==> src/rtl/mac_stats_pkg.sv <==
// Package: shared sizes, counter indices and register addresses for the
// MAC statistics block. Assumes counter n sits at register word n.
package mac_stats_pkg;
    localparam int NUM_CNT   = 15;
    localparam int CNT_W     = 32;
    localparam int PAUSE_W   = 16;
    localparam int LEN_W     = 16;
    localparam int ADDR_W    = 5;
    localparam int DATA_W    = 32;

    localparam int IDX_TX_MIN    = 0;
    localparam int IDX_TX_MID    = 1;
    localparam int IDX_TX_HI     = 2;
    localparam int IDX_RX_MIN    = 3;
    localparam int IDX_RX_MID    = 4;
    localparam int IDX_RX_HI     = 5;
    localparam int IDX_TX_OCT    = 6;
    localparam int IDX_TX_PAUSE  = 7;
    localparam int IDX_TX_MC     = 8;
    localparam int IDX_TX_BC     = 9;
    localparam int IDX_RX_FRM    = 10;
    localparam int IDX_RX_OCT    = 11;
    localparam int IDX_RX_RAW    = 12;
    localparam int IDX_RX_MC     = 13;
    localparam int IDX_RX_BC     = 14;

    localparam int ADDR_CARRY  = 16;
    localparam int ADDR_MASK   = 17;
    localparam int ADDR_MINLEN = 18;

    // Width of the counter at a given index (the PAUSE counter is narrow).
    function automatic int cnt_width(int idx);
        return (idx == IDX_TX_PAUSE) ? PAUSE_W : CNT_W;
    endfunction
endpackage

==> src/rtl/mac_stats_classify.sv <==
// Module: per-direction frame classifier. Turns one frame summary into
// length-bin hits and qualified address-class strobes. Purely combinational;
// assumes the caller qualifies nothing further and trusts the flags.
module mac_stats_classify #(
    parameter int LEN_W    = 16,
    parameter int MIN_UNTAG = 64,
    parameter int MIN_TAG   = 68,
    parameter int MID_TOP   = 127,
    parameter int HI_BOT    = 128,
    parameter int HI_TOP    = 255
) (
    input  logic             valid,
    input  logic [LEN_W-1:0] len,
    input  logic             vlan,
    input  logic             ok,
    input  logic             mcast,
    input  logic             bcast,
    input  logic             min_en,
    input  logic [LEN_W-1:0] min_val,
    output logic             bin_min,
    output logic             bin_mid,
    output logic             bin_hi,
    output logic             good,
    output logic             good_mc,
    output logic             good_bc
);
    localparam logic [LEN_W-1:0] L_UNTAG = LEN_W'(MIN_UNTAG);
    localparam logic [LEN_W-1:0] L_TAG   = LEN_W'(MIN_TAG);
    localparam logic [LEN_W-1:0] L_MIDT  = LEN_W'(MID_TOP);
    localparam logic [LEN_W-1:0] L_HIB   = LEN_W'(HI_BOT);
    localparam logic [LEN_W-1:0] L_HIT   = LEN_W'(HI_TOP);

    logic [LEN_W-1:0] min_len;

    // Pick the active minimum: programmed value, else tag-dependent default.
    always_comb begin
        if (min_en)
            min_len = min_val;
        else if (vlan)
            min_len = L_TAG;
        else
            min_len = L_UNTAG;
    end

    // Length bins count every frame, good or bad.
    always_comb begin
        bin_min = valid && (len == min_len);
        bin_mid = valid && (len > min_len) && (len <= L_MIDT);
        bin_hi  = valid && (len >= L_HIB) && (len <= L_HIT) && (len > min_len);
    end

    // Address classes count good frames only; broadcast excludes multicast.
    always_comb begin
        good    = valid && ok;
        good_mc = valid && ok && mcast && !bcast;
        good_bc = valid && ok && bcast;
    end
endmodule

==> src/rtl/mac_stats_counter.sv <==
// Module: one statistics counter. Adds an amount when enabled, loads the
// write data when written (write wins), and flags a wrap for the carry
// register. Assumes AMT_W <= W.
module mac_stats_counter #(
    parameter int W     = 32,
    parameter int AMT_W = 16
) (
    input  logic             clk,
    input  logic             rst_n,
    input  logic             inc,
    input  logic [AMT_W-1:0] amt,
    input  logic             wr,
    input  logic [W-1:0]     wdata,
    output logic [W-1:0]     value,
    output logic             wrap
);
    logic [W-1:0] cnt_q;
    logic [W:0]   sum;

    // Extended sum so the carry-out marks a wrap.
    always_comb begin
        sum  = {1'b0, cnt_q} + (W+1)'(amt);
        wrap = inc && !wr && sum[W];
    end

    // Counter register: write first, then increment.
    always_ff @(posedge clk) begin
        if (!rst_n)
            cnt_q <= '0;
        else if (wr)
            cnt_q <= wdata;
        else if (inc)
            cnt_q <= sum[W-1:0];
    end

    assign value = cnt_q;

    // an increment without a write advances by exactly the amount.
    assert_count_step_R5: assert property (@(posedge clk) disable iff (!rst_n)
        (inc && !wr) |=> (cnt_q == $past(cnt_q) + W'($past(amt))));

    // a write always lands, whatever the increment does.
    assert_write_load_R9: assert property (@(posedge clk) disable iff (!rst_n)
        wr |=> (cnt_q == $past(wdata)));

    // idle counter holds.
    assert_idle_hold_R1: assert property (@(posedge clk) disable iff (!rst_n)
        (!inc && !wr) |=> $stable(cnt_q));
endmodule

==> src/rtl/mac_stats_carry.sv <==
// Module: carry (wrap) register with write-one-to-clear, its mask and the
// combined interrupt. Assumes wrap pulses last one cycle per wrap.
module mac_stats_carry #(
    parameter int N = 15
) (
    input  logic         clk,
    input  logic         rst_n,
    input  logic [N-1:0] wrap,
    input  logic         clr_en,
    input  logic [N-1:0] clr_bits,
    input  logic         mask_wr,
    input  logic [N-1:0] mask_data,
    output logic [N-1:0] carry,
    output logic [N-1:0] mask,
    output logic         irq
);
    logic [N-1:0] carry_q;
    logic [N-1:0] mask_q;
    logic [N-1:0] clr_vec;

    // Bits to clear this cycle.
    assign clr_vec = clr_en ? clr_bits : '0;

    // Carry register: clear requested bits, then set wrapped ones (set wins).
    always_ff @(posedge clk) begin
        if (!rst_n)
            carry_q <= '0;
        else
            carry_q <= (carry_q & ~clr_vec) | wrap;
    end

    // Mask register: plain load.
    always_ff @(posedge clk) begin
        if (!rst_n)
            mask_q <= '0;
        else if (mask_wr)
            mask_q <= mask_data;
    end

    assign carry = carry_q;
    assign mask  = mask_q;
    assign irq   = |(carry_q & mask_q);

    // every wrap is recorded on the next edge, even under a clear.
    assert_wrap_sets_R10: assert property (@(posedge clk) disable iff (!rst_n)
        (|wrap) |=> ((carry_q & $past(wrap)) == $past(wrap)));

    // a carry bit never appears without a wrap behind it.
    assert_no_spurious_carry_R10: assert property (@(posedge clk) disable iff (!rst_n)
        ((carry_q & ~$past(carry_q) & ~$past(wrap)) == '0));

    // with nothing pending there is no interrupt.
    assert_irq_quiet_R11: assert property (@(posedge clk) disable iff (!rst_n)
        (carry_q == '0) |-> !irq);
endmodule

==> src/rtl/mac_stats_counters.sv <==
// Module: top of the MAC statistics block. Classifies transmit and receive
// frame summaries, drives fifteen counters, the carry/mask logic and a
// word-addressed register port. Assumes one summary per direction per cycle
// at most, and trusts all frame flags.
module mac_stats_counters
    import mac_stats_pkg::*;
(
    input  logic              clk,
    input  logic              rst_n,
    input  logic              tx_evt_valid,
    input  logic [LEN_W-1:0]  tx_evt_len,
    input  logic              tx_evt_vlan,
    input  logic              tx_evt_ok,
    input  logic              tx_evt_mcast,
    input  logic              tx_evt_bcast,
    input  logic              tx_evt_pause,
    input  logic              rx_evt_valid,
    input  logic [LEN_W-1:0]  rx_evt_len,
    input  logic              rx_evt_vlan,
    input  logic              rx_evt_ok,
    input  logic              rx_evt_mcast,
    input  logic              rx_evt_bcast,
    input  logic              rx_octet_stb,
    input  logic [ADDR_W-1:0] reg_addr,
    input  logic              reg_wr,
    input  logic [DATA_W-1:0] reg_wdata,
    output logic [DATA_W-1:0] reg_rdata,
    output logic              irq
);
    logic              min_en_q;
    logic [LEN_W-1:0]  min_val_q;

    logic tx_bmin, tx_bmid, tx_bhi, tx_good, tx_mc, tx_bc;
    logic rx_bmin, rx_bmid, rx_bhi, rx_good, rx_mc, rx_bc;

    logic [NUM_CNT-1:0] inc;
    logic [LEN_W-1:0]   amt [NUM_CNT];
    logic [NUM_CNT-1:0] wrap;
    logic [DATA_W-1:0]  cnt_rd [NUM_CNT];
    logic [NUM_CNT-1:0] carry, mask;

    // Minimum-length setting register.
    always_ff @(posedge clk) begin
        if (!rst_n) begin
            min_en_q  <= 1'b0;
            min_val_q <= '0;
        end else if (reg_wr && reg_addr == ADDR_W'(ADDR_MINLEN)) begin
            min_en_q  <= reg_wdata[LEN_W];
            min_val_q <= reg_wdata[LEN_W-1:0];
        end
    end

    mac_stats_classify #(.LEN_W(LEN_W)) u_tx_cls (
        .valid(tx_evt_valid), .len(tx_evt_len), .vlan(tx_evt_vlan),
        .ok(tx_evt_ok), .mcast(tx_evt_mcast), .bcast(tx_evt_bcast),
        .min_en(min_en_q), .min_val(min_val_q),
        .bin_min(tx_bmin), .bin_mid(tx_bmid), .bin_hi(tx_bhi),
        .good(tx_good), .good_mc(tx_mc), .good_bc(tx_bc)
    );

    mac_stats_classify #(.LEN_W(LEN_W)) u_rx_cls (
        .valid(rx_evt_valid), .len(rx_evt_len), .vlan(rx_evt_vlan),
        .ok(rx_evt_ok), .mcast(rx_evt_mcast), .bcast(rx_evt_bcast),
        .min_en(min_en_q), .min_val(min_val_q),
        .bin_min(rx_bmin), .bin_mid(rx_bmid), .bin_hi(rx_bhi),
        .good(rx_good), .good_mc(rx_mc), .good_bc(rx_bc)
    );

    // Route classifier results to counter increments and amounts.
    always_comb begin
        for (int i = 0; i < NUM_CNT; i++)
            amt[i] = LEN_W'(1);
        amt[IDX_TX_OCT] = tx_evt_len;
        amt[IDX_RX_OCT] = rx_evt_len;

        inc = '0;
        inc[IDX_TX_MIN]   = tx_bmin;
        inc[IDX_TX_MID]   = tx_bmid;
        inc[IDX_TX_HI]    = tx_bhi;
        inc[IDX_RX_MIN]   = rx_bmin;
        inc[IDX_RX_MID]   = rx_bmid;
        inc[IDX_RX_HI]    = rx_bhi;
        inc[IDX_TX_OCT]   = tx_good;
        inc[IDX_TX_PAUSE] = tx_good && tx_evt_pause;
        inc[IDX_TX_MC]    = tx_mc;
        inc[IDX_TX_BC]    = tx_bc;
        inc[IDX_RX_FRM]   = rx_good;
        inc[IDX_RX_OCT]   = rx_good;
        inc[IDX_RX_RAW]   = rx_octet_stb;
        inc[IDX_RX_MC]    = rx_mc;
        inc[IDX_RX_BC]    = rx_bc;
    end

    // One counter per statistic; width chosen per index.
    for (genvar g = 0; g < NUM_CNT; g++) begin : g_cnt
        localparam int CW = cnt_width(g);
        logic [CW-1:0] v;
        logic          wr_here;

        assign wr_here = reg_wr && (reg_addr == ADDR_W'(g));

        mac_stats_counter #(.W(CW), .AMT_W(LEN_W)) u_cnt (
            .clk(clk), .rst_n(rst_n),
            .inc(inc[g]), .amt(amt[g]),
            .wr(wr_here), .wdata(reg_wdata[CW-1:0]),
            .value(v), .wrap(wrap[g])
        );

        assign cnt_rd[g] = DATA_W'(v);
    end

    mac_stats_carry #(.N(NUM_CNT)) u_carry (
        .clk(clk), .rst_n(rst_n),
        .wrap(wrap),
        .clr_en(reg_wr && reg_addr == ADDR_W'(ADDR_CARRY)),
        .clr_bits(reg_wdata[NUM_CNT-1:0]),
        .mask_wr(reg_wr && reg_addr == ADDR_W'(ADDR_MASK)),
        .mask_data(reg_wdata[NUM_CNT-1:0]),
        .carry(carry), .mask(mask), .irq(irq)
    );

    // Register read mux.
    always_comb begin
        reg_rdata = '0;
        if (int'(reg_addr) < NUM_CNT)
            reg_rdata = cnt_rd[reg_addr];
        else if (reg_addr == ADDR_W'(ADDR_CARRY))
            reg_rdata = DATA_W'(carry);
        else if (reg_addr == ADDR_W'(ADDR_MASK))
            reg_rdata = DATA_W'(mask);
        else if (reg_addr == ADDR_W'(ADDR_MINLEN))
            reg_rdata = DATA_W'({min_en_q, min_val_q});
    end

    // a frame lands in at most one length bin per direction.
    assert_one_bin_R4: assert property (@(posedge clk) disable iff (!rst_n)
        $onehot0({tx_bmin, tx_bmid, tx_bhi}) && $onehot0({rx_bmin, rx_bmid, rx_bhi}));

    // broadcast and multicast strobes never fire together.
    assert_class_excl_R7: assert property (@(posedge clk) disable iff (!rst_n)
        !(tx_mc && tx_bc) && !(rx_mc && rx_bc));
endmodule

==> config.mk <==
export PLATFORM = sky130hd
export DESIGN_NAME = mac_stats_counters
export DESIGN_NICKNAME = d
export VERILOG_FILES = /design/src/rtl/mac_stats_pkg.sv /design/src/rtl/mac_stats_classify.sv /design/src/rtl/mac_stats_counter.sv /design/src/rtl/mac_stats_carry.sv /design/src/rtl/mac_stats_counters.sv
export SDC_FILE = /design/constraint.sdc
export NUM_CORES = 2
export LEC_CHECK = 0
export BUFFER_PORTS_ARGS = -buffer_cell sky130_fd_sc_hd__buf_2
export CAP_MARGIN = 20
export CORE_ASPECT_RATIO = 0.8
export CORE_MARGIN = 1
export CORE_UTILIZATION = 40
export DETAILED_ROUTE_END_ITERATION = 16
export PLACE_DENSITY = 0.6
export SETUP_SLACK_MARGIN = 0.1
export SLEW_MARGIN = 20
export SYNTH_ARGS = -nofsm -noshare
export SYNTH_HDL_FRONTEND = slang
export SYNTH_SLANG_ARGS = --single-unit
export TNS_END_PERCENT = 100
==> constraint.sdc <==
create_clock -name clk -period 4.1 [get_ports clk]
set_input_delay 0.41 -clock clk [delete_from_list [all_inputs] [get_ports clk]]
set_output_delay 0.41 -clock clk [all_outputs]
set_load 0.01 [all_outputs]
==> results.cfg <==
[timing]
layout_worst_path_cycle_share_pct = 90.0
clock-skew-final_ns = 0.0269
final_count_of_negative_setup_slack_endpoints = 0
finalHoldViolCount = 0
max_freq_mhz = 271
rsz0062_at_grt = no
maxSlewViolCount = 0
fin_tns_setup_ns = 0
hold_slack_ns = 0.0840
worst_pin_slew_ns = 1.00
relSlewSlack_pct = 33.1
fin_crit_ns = 3.69

[yosys]
synth_enable_flop_cells = 0
mappedNetlistNets = 4175
syn-instance-count = 4012
register_bit_count_reported_by_yosys = 511
synth_warnings = 0
post-synth-top-area-fraction_pct = 31.3
syn-cell-area_mm2 = 0.0326
postSynthAreaPerCell_um2 = 8.14
synth_seq_area_share_pct = 31.3
ys_top_cells_by_count = sky130_fd_sc_hd__dfxtp_1 (511), sky130_fd_sc_hd__nor2_1 (438), sky130_fd_sc_hd__nand2_1 (412), sky130_fd_sc_hd__o21ai_0 (319), sky130_fd_sc_hd__a21oi_1 (259)
synth_ff_type = sky130_fd_sc_hd__dfxtp_1
async_flop_share_pct = 0
synth.largest_area_cell = sky130_fd_sc_hd__dfxtp_1
netlist_top_cells_area = sky130_fd_sc_hd__dfxtp_1 (31%), sky130_fd_sc_hd__mux4_2 (7.7%), sky130_fd_sc_hd__a211oi_1 (5.4%), sky130_fd_sc_hd__nor2_1 (5.0%), sky130_fd_sc_hd__xnor2_1 (5.0%)
synthDistinctLibCells = 86
yosys.cell_count.top_type = sky130_fd_sc_hd__dfxtp_1

[power]
power.density_cell_area_mw_per_mm2 = 329
max-vdd-ir-drop_mv = 0.335
power.static_leakage_nw = 12.2

[die]
start_util_pct = 40.5
fp.dieArea_mm2 = 0.0828
std_cell_rows = 93
dieHeight_um = 258
die_w_um = 321
core_mm2 = 0.0806
io-pin-count = 117

[worst_setup_path]
crit_path_cell_trace = nand2_1 > ha_1 > nand4_1 > nor4_1 > buf_4 > nand3_1 > nor3_1 > nand4_1 > nor2_1 > a21oi_1 > nor2_1
cpLargestDelayFamily = simple AND/OR/NAND/NOR gates
kind_of_capture_point_of_the_worst_setup_path = flip-flop
crit_slowest_cell = sky130_fd_sc_hd__nor4_1
top_fanout_value_on_the_critical_path = 19
cp.buffers_inverters = 1
timing.reg2reg.setup_slack_ns = 0.41
timing.critical_path.slowest_cell_delay_ns = 0.68
timing.critical_path.required_ns = 4.67
setup.worst_path.start_class = flip-flop
critical_path_class = reg2reg
worst_r2r_startpoint = min_en_q$_SDFFE_PN0P_
cp-startpoint = min_en_q$_SDFFE_PN0P_
crit_arrival_ns = 4.26

[status]
outcome = finished clean

[detailed_routing]
post_drt_via_cell_ratio = 6.13
drc_errors = 0
dr_total_vias = 31300
drt-pass1-iter-count = 5
drt-wirelength-per-cell_um = 25.1
ant_nets = 0
routed_wirelength_um = 128000
detailedRoute.firstIterationViolations = 4139

[clocking]
worst_skew_pair.late_latency_ns = 0.65
tritoncts_num_sinks = 511
postCtsResizedCells = 0
cts.repair_timing.setup_buffer_count = 0
cts_tree = yes
cts-htree-levels = 2
cts-buffers-inserted = 55
cts_buffer_depth = 3
clock_root_buffer_master = sky130_fd_sc_hd__clkbuf_16
clkSlewWorstSetupHoldPaths_ns = 0.06
post_cts_hold_buffer_count = 0

[job]
max_cap_violations = 0

[finish]
finalCoreUtilization_pct = 44.9
fin_cells = 5105
final_nets = 4128
drive_above_1_share_pct = 11.8
area_growth_pct = 10.9
final_design_area_excluding_fillers_mm2 = 0.0362

[global_route]
first_global_vias = 27000
number_of_antenna_violations_at_the_first_check_in_global_routing = 9
globalRouteTotalUtil_pct = 30.1
pin_count_of_the_biggest_net_entering_global_routing = 208
grt_overflow = 0
grt_pass1_wl_um = 187000

[placement]
hpwlAfterDp_um = 91800
post-place-cells = 5000
portBuffers = 116
place_congestion = 0.965
placed_cell_area_mm2 = 0.0343

[min_path]
min_delay_path_class = in2reg
hold_path_startpoint = tx_evt_pause
state kept, by name, indices dropped and copies added, names as in the netlist:
signal,count
g_cnt.u_cnt.value,464
min_val_q,16
u_carry.carry,15
u_carry.mask,15
min_en_q,1
stage by stage:
stage | setup WS, ns | power, mW
after floorplan | 0.842 | 6.03
after global placement | 0.401 | 6.51
after detailed placement | 0.345 | 6.52
after CTS | 0.336 | 11.9
after global routing | 0.219 | 12.2
final | 0.412 | 11.9
cells by family after synthesis:
family	Yosys count	synth area share [%]
compound gates	972	18.4
xor+xnor	368	9.87
fa+ha+maj	79	3.07
buf+inv	364	4.30
flops	511	31.3
mux	209	10.7
simple gates	1509	22.3
power breakdown:
part | total (mW) | leakage, nW | switching [mW] | internal, mW
Combinational | 1.25 | 7.15 | 0.833 | 0.421
Clock | 5.47 | 0.969 | 2.33 | 3.14
Sequential | 5.19 | 4.13 | 0.130 | 5.06
path summary, 6_finish.rpt:
| path | endpoint | cells past startpoint |
|---|---|---|
| min reg2reg | min_val_q[13]$_SDFFE_PN0P_ | 2 |
| max reg2reg | u_carry.carry[3]$_SDFF_PN0_ | 11 |
| min | g_cnt[7].u_cnt.value[1]$_SDFFE_PN0P_ | 3 |
| max | u_carry.carry[3]$_SDFF_PN0_ | 11 |
layout by cell type (no fill, tap or decap), drive strengths merged, types with 76 or more instances in the layout:
cell type and instances:
a21oi 259, xor2 181, nand4 86, buf 201
and3 84, dfxtp 511, xnor2 187, nor2 439
a211oi 236, clkbuf 76, mux2i 93, mux4 112
ha 77, nand3 153, o21ai 322, nor3 93
nand2 413
worst register-to-register path, stage by stage (launching register included):
cell and delay (ns):
sky130_fd_sc_hd__dfxtp_2 0.57, sky130_fd_sc_hd__nand2_1 0.16, sky130_fd_sc_hd__ha_1 0.34, sky130_fd_sc_hd__nand4_1 0.23, sky130_fd_sc_hd__nor4_1 0.68, sky130_fd_sc_hd__buf_4 0.27, sky130_fd_sc_hd__nand3_1 0.08, sky130_fd_sc_hd__nor3_1 0.40
sky130_fd_sc_hd__nand4_1 0.21, sky130_fd_sc_hd__nor2_1 0.51, sky130_fd_sc_hd__a21oi_1 0.08, sky130_fd_sc_hd__nor2_1 0.11
layout make-up:
class                   instances  area [um2]
clock inverters                28         310
multi-input cells            3137       21100
diodes                          2        5.00
flip-flops and latches        511       10200
fillers                      7960       44400
inverters                      58         225
clock buffers                  75        1620
repair buffers                202        1350
well taps                    1092        1370
routing by layer:
| metal | up-vias | global-route usage, % | part of all wire, % |
|---|---|---|---|
| met1 | 14900 | 46.4 | 45 |
| met2 | 1631 | 42.0 | 40 |
| li1 | 14500 | - | - |
| met4 | 6 | 9.59 | 3.4 |
| met3 | 196 | 4.90 | 11 |
| met5 | - | 0 | 0.028 |
(Power assumes the default switching activity.)
